<file path="config.mk">
export PLATFORM = sky130hd
export DESIGN_NAME = cardclk_ctrl
export DESIGN_NICKNAME = d
export VERILOG_FILES = /design/src/rtl/cardclk_pkg.sv /design/src/rtl/cardclk_cfg_pipe.sv /design/src/rtl/cardclk_gate.sv /design/src/rtl/cardclk_width_dec.sv /design/src/rtl/cardclk_fsm.sv /design/src/rtl/cardclk_ctrl.sv
export SDC_FILE = /design/constraint.sdc
export NUM_CORES = 1
export LEC_CHECK = 0
export ABC_AREA = 1
export BUFFER_PORTS_ARGS = -buffer_cell sky130_fd_sc_hd__buf_2
export CAP_MARGIN = 20
export CELL_PAD_IN_SITES_DETAIL_PLACEMENT = 0
export CELL_PAD_IN_SITES_GLOBAL_PLACEMENT = 1
export CORE_ASPECT_RATIO = 1.25
export CORE_MARGIN = 4
export CORE_UTILIZATION = 49
export CTS_BUF_LIST = sky130_fd_sc_hd__clkbuf_16
export CTS_CLUSTER_SIZE = 30
export DETAILED_ROUTE_END_ITERATION = 8
export PLACE_DENSITY_LB_ADDON = 0.1
export SLEW_MARGIN = 20
export SYNTH_ARGS = -nofsm -noshare
export SYNTH_HDL_FRONTEND = slang
export SYNTH_SLANG_ARGS = --single-unit
</file>
<file path="constraint.sdc">
create_clock -name clk_i -period 2.6 [get_ports clk_i]
set_input_delay 0.52 -clock clk_i [delete_from_list [all_inputs] [get_ports clk_i]]
set_output_delay 0.52 -clock clk_i [all_outputs]
set_load 0.01 [all_outputs]
</file>
<file path="src/rtl/cardclk_pkg.sv">
package cardclk_pkg;

    localparam int CFG_W = 16;
    localparam int DIV_W = 8;

    // Field layout of the configuration word; positions are decoded by the data path.
    typedef struct packed {
        logic [1:0]       latch_sel;  // 15:14
        logic             launch_fall;// 13
        logic             flow_en;    // 12
        logic [1:0]       width_code; // 11:10
        logic             pwr_save;   // 9
        logic             clk_en;     // 8
        logic [DIV_W-1:0] div;        // 7:0
    } clk_cfg_t;

    typedef enum logic [1:0] {
        CK_LOW  = 2'd0,
        CK_HIGH = 2'd1,
        CK_PARK = 2'd2
    } ck_state_e;

    typedef enum logic [1:0] {
        BW_1 = 2'd0,
        BW_4 = 2'd1,
        BW_8 = 2'd2
    } bus_width_e;

endpackage

</file>
<file path="src/rtl/cardclk_cfg_pipe.sv">
module cardclk_cfg_pipe #(
    parameter int W     = 16,
    parameter int DEPTH = 3
) (
    input  logic         clk,
    input  logic         rst_n,
    input  logic         wr,
    input  logic [W-1:0] wdata,
    output logic [W-1:0] act
);
    localparam int NSTG = DEPTH - 1;

    logic [NSTG-1:0] vld;
    logic [W-1:0]    stg [NSTG];

    genvar g;
    generate
        for (g = 0; g < NSTG; g++) begin : g_stage
            if (g == 0) begin : g_head
                always_ff @(posedge clk or negedge rst_n) begin
                    if (!rst_n) begin
                        vld[g] <= 1'b0;
                        stg[g] <= '0;
                    end else begin
                        vld[g] <= wr;
                        stg[g] <= wdata;
                    end
                end
            end else begin : g_body
                always_ff @(posedge clk or negedge rst_n) begin
                    if (!rst_n) begin
                        vld[g] <= 1'b0;
                        stg[g] <= '0;
                    end else begin
                        vld[g] <= vld[g-1];
                        stg[g] <= stg[g-1];
                    end
                end
            end
        end
    endgenerate

    always_ff @(posedge clk or negedge rst_n) begin
        if (!rst_n) begin
            act <= '0;
        end else if (vld[NSTG-1]) begin
            act <= stg[NSTG-1];
        end
    end

endmodule

</file>
<file path="src/rtl/cardclk_gate.sv">
module cardclk_gate
    import cardclk_pkg::*;
(
    input  clk_cfg_t cfg,
    input  logic     busy,
    input  logic     rd_xfer,
    input  logic     wr_xfer,
    input  logic     rx_full,
    input  logic     tx_empty,
    output logic     run_ok
);
    logic idle_block;
    logic flow_block;

    always_comb begin
        idle_block = cfg.pwr_save && !busy;
        flow_block = cfg.flow_en && ((rd_xfer && rx_full) || (wr_xfer && tx_empty));
        run_ok     = cfg.clk_en && !idle_block && !flow_block;
    end

endmodule

</file>
<file path="src/rtl/cardclk_width_dec.sv">
module cardclk_width_dec
    import cardclk_pkg::*;
(
    input  logic [1:0] code,
    output logic [1:0] width
);
    bus_width_e w;

    always_comb begin
        unique case (code)
            2'b00:        w = BW_1;
            2'b10:        w = BW_4;
            2'b01, 2'b11: w = BW_8;
            default:      w = BW_1;
        endcase
        width = w;
    end

endmodule

</file>
<file path="src/rtl/cardclk_fsm.sv">
module cardclk_fsm
    import cardclk_pkg::*;
#(
    parameter int DW = DIV_W
) (
    input  logic          clk,
    input  logic          rst_n,
    input  logic          run_ok,
    input  logic [DW-1:0] div_in,
    output logic          card_clk
);
    ck_state_e     st, st_nx;
    logic [DW-1:0] cnt, cnt_nx;
    logic [DW-1:0] div_q, div_nx;
    logic          half_end;

    assign half_end = (cnt == div_q);

    always_ff @(posedge clk or negedge rst_n) begin
        if (!rst_n) begin
            st    <= CK_LOW;
            cnt   <= '0;
            div_q <= '0;
        end else begin
            st    <= st_nx;
            cnt   <= cnt_nx;
            div_q <= div_nx;
        end
    end

    always_comb begin
        st_nx  = st;
        cnt_nx = cnt;
        div_nx = div_q;
        unique case (st)
            CK_HIGH: begin
                if (half_end) begin            // hi_done
                    st_nx  = CK_LOW;
                    cnt_nx = '0;
                end else begin
                    cnt_nx = cnt + 1'b1;
                end
            end
            CK_LOW: begin
                if (!half_end) begin
                    cnt_nx = cnt + 1'b1;
                end else if (run_ok) begin     // lo_go
                    st_nx  = CK_HIGH;
                    cnt_nx = '0;
                    div_nx = div_in;
                end else begin                 // lo_stall
                    st_nx  = CK_PARK;
                end
            end
            CK_PARK: begin
                if (run_ok) begin              // park_go
                    st_nx  = CK_HIGH;
                    cnt_nx = '0;
                    div_nx = div_in;
                end
            end
            default: begin
                st_nx  = CK_LOW;
                cnt_nx = '0;
            end
        endcase
    end

    always_comb begin
        card_clk = (st == CK_HIGH);
    end

endmodule

</file>
<file path="src/rtl/cardclk_ctrl.sv">
module cardclk_ctrl
    import cardclk_pkg::*;
#(
    parameter int CFG_DELAY = 3
) (
    input  logic             clk_i,
    input  logic             rst_ni,
    input  logic             cfg_wr_i,
    input  logic [CFG_W-1:0] cfg_wdata_i,
    input  logic             xfer_busy_i,
    input  logic             rd_xfer_i,
    input  logic             wr_xfer_i,
    input  logic             rx_full_i,
    input  logic             tx_empty_i,
    output logic             card_clk_o,
    output logic [1:0]       bus_width_o,
    output logic             launch_fall_o,
    output logic [1:0]       latch_sel_o
);
    logic [CFG_W-1:0] act_cfg;
    clk_cfg_t         cfg;
    logic             run_ok;

    cardclk_cfg_pipe #(.W(CFG_W), .DEPTH(CFG_DELAY)) u_pipe (
        .clk   (clk_i),
        .rst_n (rst_ni),
        .wr    (cfg_wr_i),
        .wdata (cfg_wdata_i),
        .act   (act_cfg)
    );

    assign cfg = clk_cfg_t'(act_cfg);

    cardclk_gate u_gate (
        .cfg      (cfg),
        .busy     (xfer_busy_i),
        .rd_xfer  (rd_xfer_i),
        .wr_xfer  (wr_xfer_i),
        .rx_full  (rx_full_i),
        .tx_empty (tx_empty_i),
        .run_ok   (run_ok)
    );

    cardclk_fsm #(.DW(DIV_W)) u_fsm (
        .clk      (clk_i),
        .rst_n    (rst_ni),
        .run_ok   (run_ok),
        .div_in   (cfg.div),
        .card_clk (card_clk_o)
    );

    cardclk_width_dec u_wdec (
        .code  (cfg.width_code),
        .width (bus_width_o)
    );

    assign launch_fall_o = cfg.launch_fall;
    assign latch_sel_o   = cfg.latch_sel;

endmodule

</file>
Word level (Yosys, flattened, before mapping)
Index checks and enable logic that the tools add are counted.
{ "word_totals": {"register_bits": 68, "word_cells": 47} }
{ "classes": {"n_addsub": 1, "n_eq_ne": 9, "n_mux": 13, "n_reduce_logical": 16} }
{ "ops": {"columns": ["operator", "n"], "rows": [
  ["8-bit 2-to-1 mux", 5],
  ["8-bit one-hot mux with 3 select lines", 1],
  ["8-bit one-hot mux with 2 select lines", 1],
  ["2-bit one-hot mux with 3 select lines", 2],
  ["8-bit by 1-bit adder with 8-bit output, second input constant", 1],
  ["8-bit == test", 1],
  ["2-bit 2-to-1 mux", 4],
  ["2-bit == test, second input constant", 3],
  ["1-bit logical AND", 6],
  ["2-bit by 1-bit == test with 1-bit output, second input constant", 2],
  ["2-bit zero test", 2],
  ["2-bit by 1-bit inequality test with 1-bit output, second input constant", 2],
  ["1-bit zero test", 3],
  ["3-bit AND reduction", 1],
  ["2-bit inequality test, second input constant", 1],
  ["2-bit AND reduction", 1],
  ["2-bit nonzero test", 1],
  ["2-bit OR reduction", 1],
  ["1-bit logical OR", 1]
]} }

Logic depth before layout (Yosys ltp)
{ "logic_depth": {"word_depth": 8, "depth_mapped": 11, "mapped_depth_nobuf": 10} }

Cells and area by module
From an unflattened synthesis, not the netlist that was laid out.
{ "unflattened": {"cells_unflattened": 297, "hier_area_um2": 2835.2} }
{ "by_module_without_submodules": {"columns": ["mod", "n_inst", "cells_each", "area_per_inst_um2"], "rows": [
  ["cardclk_cfg_pipe", 1, 102, 1495.2],
  ["cardclk_fsm", 1, 185, 1297.5],
  ["cardclk_gate", 1, 7, 31.3],
  ["cardclk_width_dec", 1, 3, 11.3]
]} }

Least setup slack after synthesis
OpenSTA, ideal clock, no wires.
{ "synth_path": {"kind": "input -> register", "start": "input port wr_xfer_i", "end": "register u_fsm.div_q[0]", "setup_time_ns": 0.117, "arrival_ns": 1.319, "path_slack_ns": 1.165, "path_stages": 8, "path_buffers": 0, "cell_sequence": "nand2_1 > nand2_1 > nand2_1 > nand2_1 > nor2_2 > nand2_8 > nand2_1 > nand2_1"} }
{ "synth_via": {"elab_chain_len": 8} }
{ "synth_rtl": {"columns": ["item", "line_no", "text"], "rows": [
  ["start: declaration", "cardclk_ctrl.sv:12", "input logic wr_xfer_i,"],
  ["1-bit logical AND (*)", "cardclk_gate.sv:17", "flow_block = cfg.flow_en && ((rd_xfer && rx_full) || (wr_xfer && tx_empty));"],
  ["1-bit logical OR (*)", "cardclk_gate.sv:17", null],
  ["1-bit logical AND (*)", "cardclk_gate.sv:17", null],
  ["1-bit zero test (*)", "cardclk_gate.sv:18", "run_ok = cfg.clk_en && !idle_block && !flow_block;"],
  ["1-bit logical AND (*)", "cardclk_gate.sv:18", null],
  ["8-bit 2-to-1 mux (*)", null, null],
  ["8-bit 2-to-1 mux", null, null],
  ["8-bit one-hot mux with 2 select lines (*)", null, null],
  ["end signal: assignment", "cardclk_fsm.sv:27", "div_q <= div_nx;"],
  ["end: declaration", "cardclk_fsm.sv:14", "logic [DW-1:0] div_q, div_nx;"]
]} }
Mark *: on every way between the ends. The rest lies on a longest branch, timed or not. The select of a mux whose other input is x is not followed.
A chain may end at the register's enable or synchronous reset.

Worst setup path after layout
{ "layout_path": {"start": "register u_fsm.st[0]", "end": "output port card_clk_o"} }
{ "layout_via": {"elab_chain_len": 1} }
{ "layout_rtl": {"columns": ["item", "line_no", "text"], "rows": [
  ["start: declaration", "cardclk_fsm.sv:12", "ck_state_e st, st_nx;"],
  ["start signal: assignment", "cardclk_fsm.sv:25", "st <= st_nx;"],
  ["2-bit by 1-bit == test with 1-bit output", "cardclk_fsm.sv:70", "card_clk = (st == CK_HIGH);"],
  ["end: declaration", "cardclk_ctrl.sv:15", "output logic card_clk_o,"]
]} }
No other way between the ends.

==> impl_metrics.py <==
metrics = {
    "detailed_routing": {
        "drt_iter0_drc": 86,
        "dr_total_vias": 1581,
        "drtPass1Iterations": 4,
        "wl_per_cell_um": 12.0,
        "drcViolationCount": 0,
        "drt_wl_total_mm": 3.90,
        "final_antenna_net_count": 0,
        "vias_per_cell": 4.86,
    },
    "cells_and_area": {
        "fin_cells": 325,
        "fin_util_pct": 60.8,
        "n_fill_cell": 402,
        "syn_to_final_growth_pct": 20.3,
        "drive_gt1_share_pct": 25.5,
        "antenna_cells": 0,
        "design_area_um2": 3060,
        "nets": 283,
    },
    "sta": {
        "relSlewSlack_pct": 54.4,
        "hold_viol": 0,
        "skew_ns": 0.00412,
        "worst_pin_slew_ns": 0.685,
        "finalSetupViolCount": 0,
        "slew_violations": 0,
        "finalCriticalPeriod_ns": 1.69,
        "fin_setup_tns_ns": 0,
        "hold_ws_ns": 0.189,
        "finalCritPeriodShare_pct": 65.1,
        "fmax_ghz": 0.591,
        "grt_setup_unrepaired": "no",
        "setup_slack_ns": 0.907,
    },
    "clock_tree": {
        "cts.path.max_buffers": 2,
        "cts_setup_buffers": 0,
        "insertion_delay_ns": 0.32,
        "post_cts_resize_count": 0,
        "h-tree-depth": 3,
        "cts.sinks": 68,
        "cts_inserted_buffers": 9,
        "hold_buffers": 0,
        "clk_pin_slew_ns": 0.06,
        "clock-root-buffer": "clkbuf_16",
        "cts_tree": "yes",
    },
    "grt": {
        "grt_antenna_before_repair": 0,
        "grt_usage_pct": 14.3,
        "grt_max_degree": 69,
        "grt_pass1_vias": 1496,
        "grt_pass1_wl_mm": 6.71,
        "grt-ovfl-total": 0,
    },
    "power": {
        "power.density_nw_per_um2": 1070,
        "vdd_ir_drop_max_mv": 0.900,
        "leakagePower_nw": 1.49,
        "total_power_mw": 3.28,
    },
    "floorplanning": {
        "start_util_pct": 50.5,
        "ios": 30,
        "die_w_um": 72.5,
        "num_rows": 29,
        "die_h_um": 88.6,
        "dieArea_um2": 6420,
        "coreArea_um2": 5040,
    },
    "synth": {
        "yosysUniqueCellTypes": 25,
        "syn_avg_cell_area_um2": 11.4,
        "ys_warn_count": 0,
        "syn_area_um2": 2550,
        "syn_inst": 224,
        "ys_ff_latch": 68,
        "ys_seq_area_share_pct": 66.8,
        "syn_nets": 249,
    },
    "critical_path": {
        "required_ns": 2.08,
        "r2r_end": "u_fsm.div_q[2]$_DFFE_PN0P_",
        "start_kind": "flip-flop",
        "cp-endpoint": "card_clk_o",
        "r2r_slack_ns": 0.93,
        "crit_start": "u_fsm.st[0]$_DFFE_PN0P_",
        "r2r-start": "u_fsm.cnt[0]$_DFF_PN0_",
        "cp.arrival_ns": 1.17,
        "reg2regPathDepth": 10,
        "critical_path_peak_fanout": 5,
        "crit_path_end_kind": "primary output",
        "crit_type": "reg2out",
    },
    "placed_design": {
        "dpl-instance-area_um2": 2740,
        "placed_cells": 309,
        "gp_congestion": 0.737,
        "dp_slack_ns": 0.876,
        "portBuffers": 29,
        "hpwl_mm": 2.54,
    },
    "min_path": {
        "holdCritPathClass": "in2async",
    },
    "job": {
        "maxCapViolCount": 0,
    },
    "status": {
        "status": "completed",
    },
}
## how the worst min path moves through the flow
stage	to	slack [ns]	depth (start not counted)
floorplan	u_fsm.cnt[0]$_DFF_PN0_	0.22	0
global placement	u_pipe.stg[7]$_DFF_PN0_	0.33	0
detailed placement	u_pipe.stg[15]$_DFF_PN0_	0.33	0
CTS	u_fsm.cnt[4]$_DFF_PN0_	0.21	2
global route	u_fsm.st[1]$_DFFE_PN0P_	0.24	2
finish	u_fsm.st[1]$_DFFE_PN0P_	0.19	2
## cell usage in the layout (no fill, tap or decap), types with 2 or more instances in the layout
cell	n
buf_2	29
nor2_1	11
o21ai_0	4
nand2_2	3
o21ai_1	6
xnor2_1	3
nor2_2	2
bufinv_16	2
xor2_1	3
mux2_2	13
inv_6	2
dfrtp_1	68
clkbuf_16	9
nand3_1	28
inv_1	14
nand2_1	53
## critical path, cell delays in order, from the launching register on
cell,delay (ns)
dfrtp_1,0.42
inv_1,0.09
nor2_1,0.17
buf_2,0.17
## power by group
part / leakage (nW) / internal [mW] / switching, mW
Sequential: 0.814 / 1.22 / 0.157
Combinational: 0.522 / 0.247 / 0.359
Clock: 0.154 / 0.843 / 0.446
Total: 1.49 / 2.32 / 0.963
## kinds of logic (layout without fill, tap and decap cells)
group           after synthesis  after routing  share of synthesized area (%)
buf+inv                      22             61                           4.08
xor+xnor                      6              6                           2.06
flops                        68             68                           66.8
mux                          13             13                           5.75
simple gates                102            102                           18.3
compound gates               12             12                           2.46
fa+ha+maj                     1              1                          0.491
## cells in the mapped netlist
master     n  area (um^2)
xor2_1     3         26.3
xnor2_1    3         26.3
ha_1       1         12.5
o21ai_1    6         30.0
mux2_2    13          146
nand2_1   53          199
nand3b_1   1         7.51
nand2_4    1         11.3
nor2_2     2         12.5
buf_4      3         22.5
o21ai_0    4         20.0
inv_2      1         3.75
buf_6      1         11.3
nand2_8    1         20.0
inv_1     14         52.6
dfrtp_1   68         1700
clkbuf_1   1         3.75
nand2_2    3         18.8
nor2_4     1         11.3
nor3_1     1         5.00
buf_2      2         10.0
a21oi_1    1         5.00
nor2_1    11         41.3
a21boi_0   1         7.51
nand3_1   28          140
## cell type report
cell class | instances | area [um^2] | area share, %
clock buffer | 9 | 225 | 7.35
sequential | 68 | 1700 | 55.5
timing repair buffer | 30 | 165 | 5.39
inverter | 15 | 56.3 | 1.84
clock inverter | 7 | 97.6 | 3.18
tap | 62 | 77.6 | 2.53
multi-input combinational | 134 | 741 | 24.2
## flip-flops by register name, indices dropped and copies added (netlist names)
signal,flops
u_pipe.act,16
u_fsm.div_q,8
u_pipe.vld,2
u_fsm.cnt,8
u_fsm.st,2
u_pipe.stg,32
## metal layers
metal / track usage (%) / vias up / share of wire, %
li1: - / 789 / -
met1: 17.2 / 754 / 44
met2: 22.3 / 30 / 49
met3: 5.23 / 8 / 4.5
met4: 8.05 / 0 / 2.3
met5: 0 / - / 0
Power figures use the tool's default switching activity.
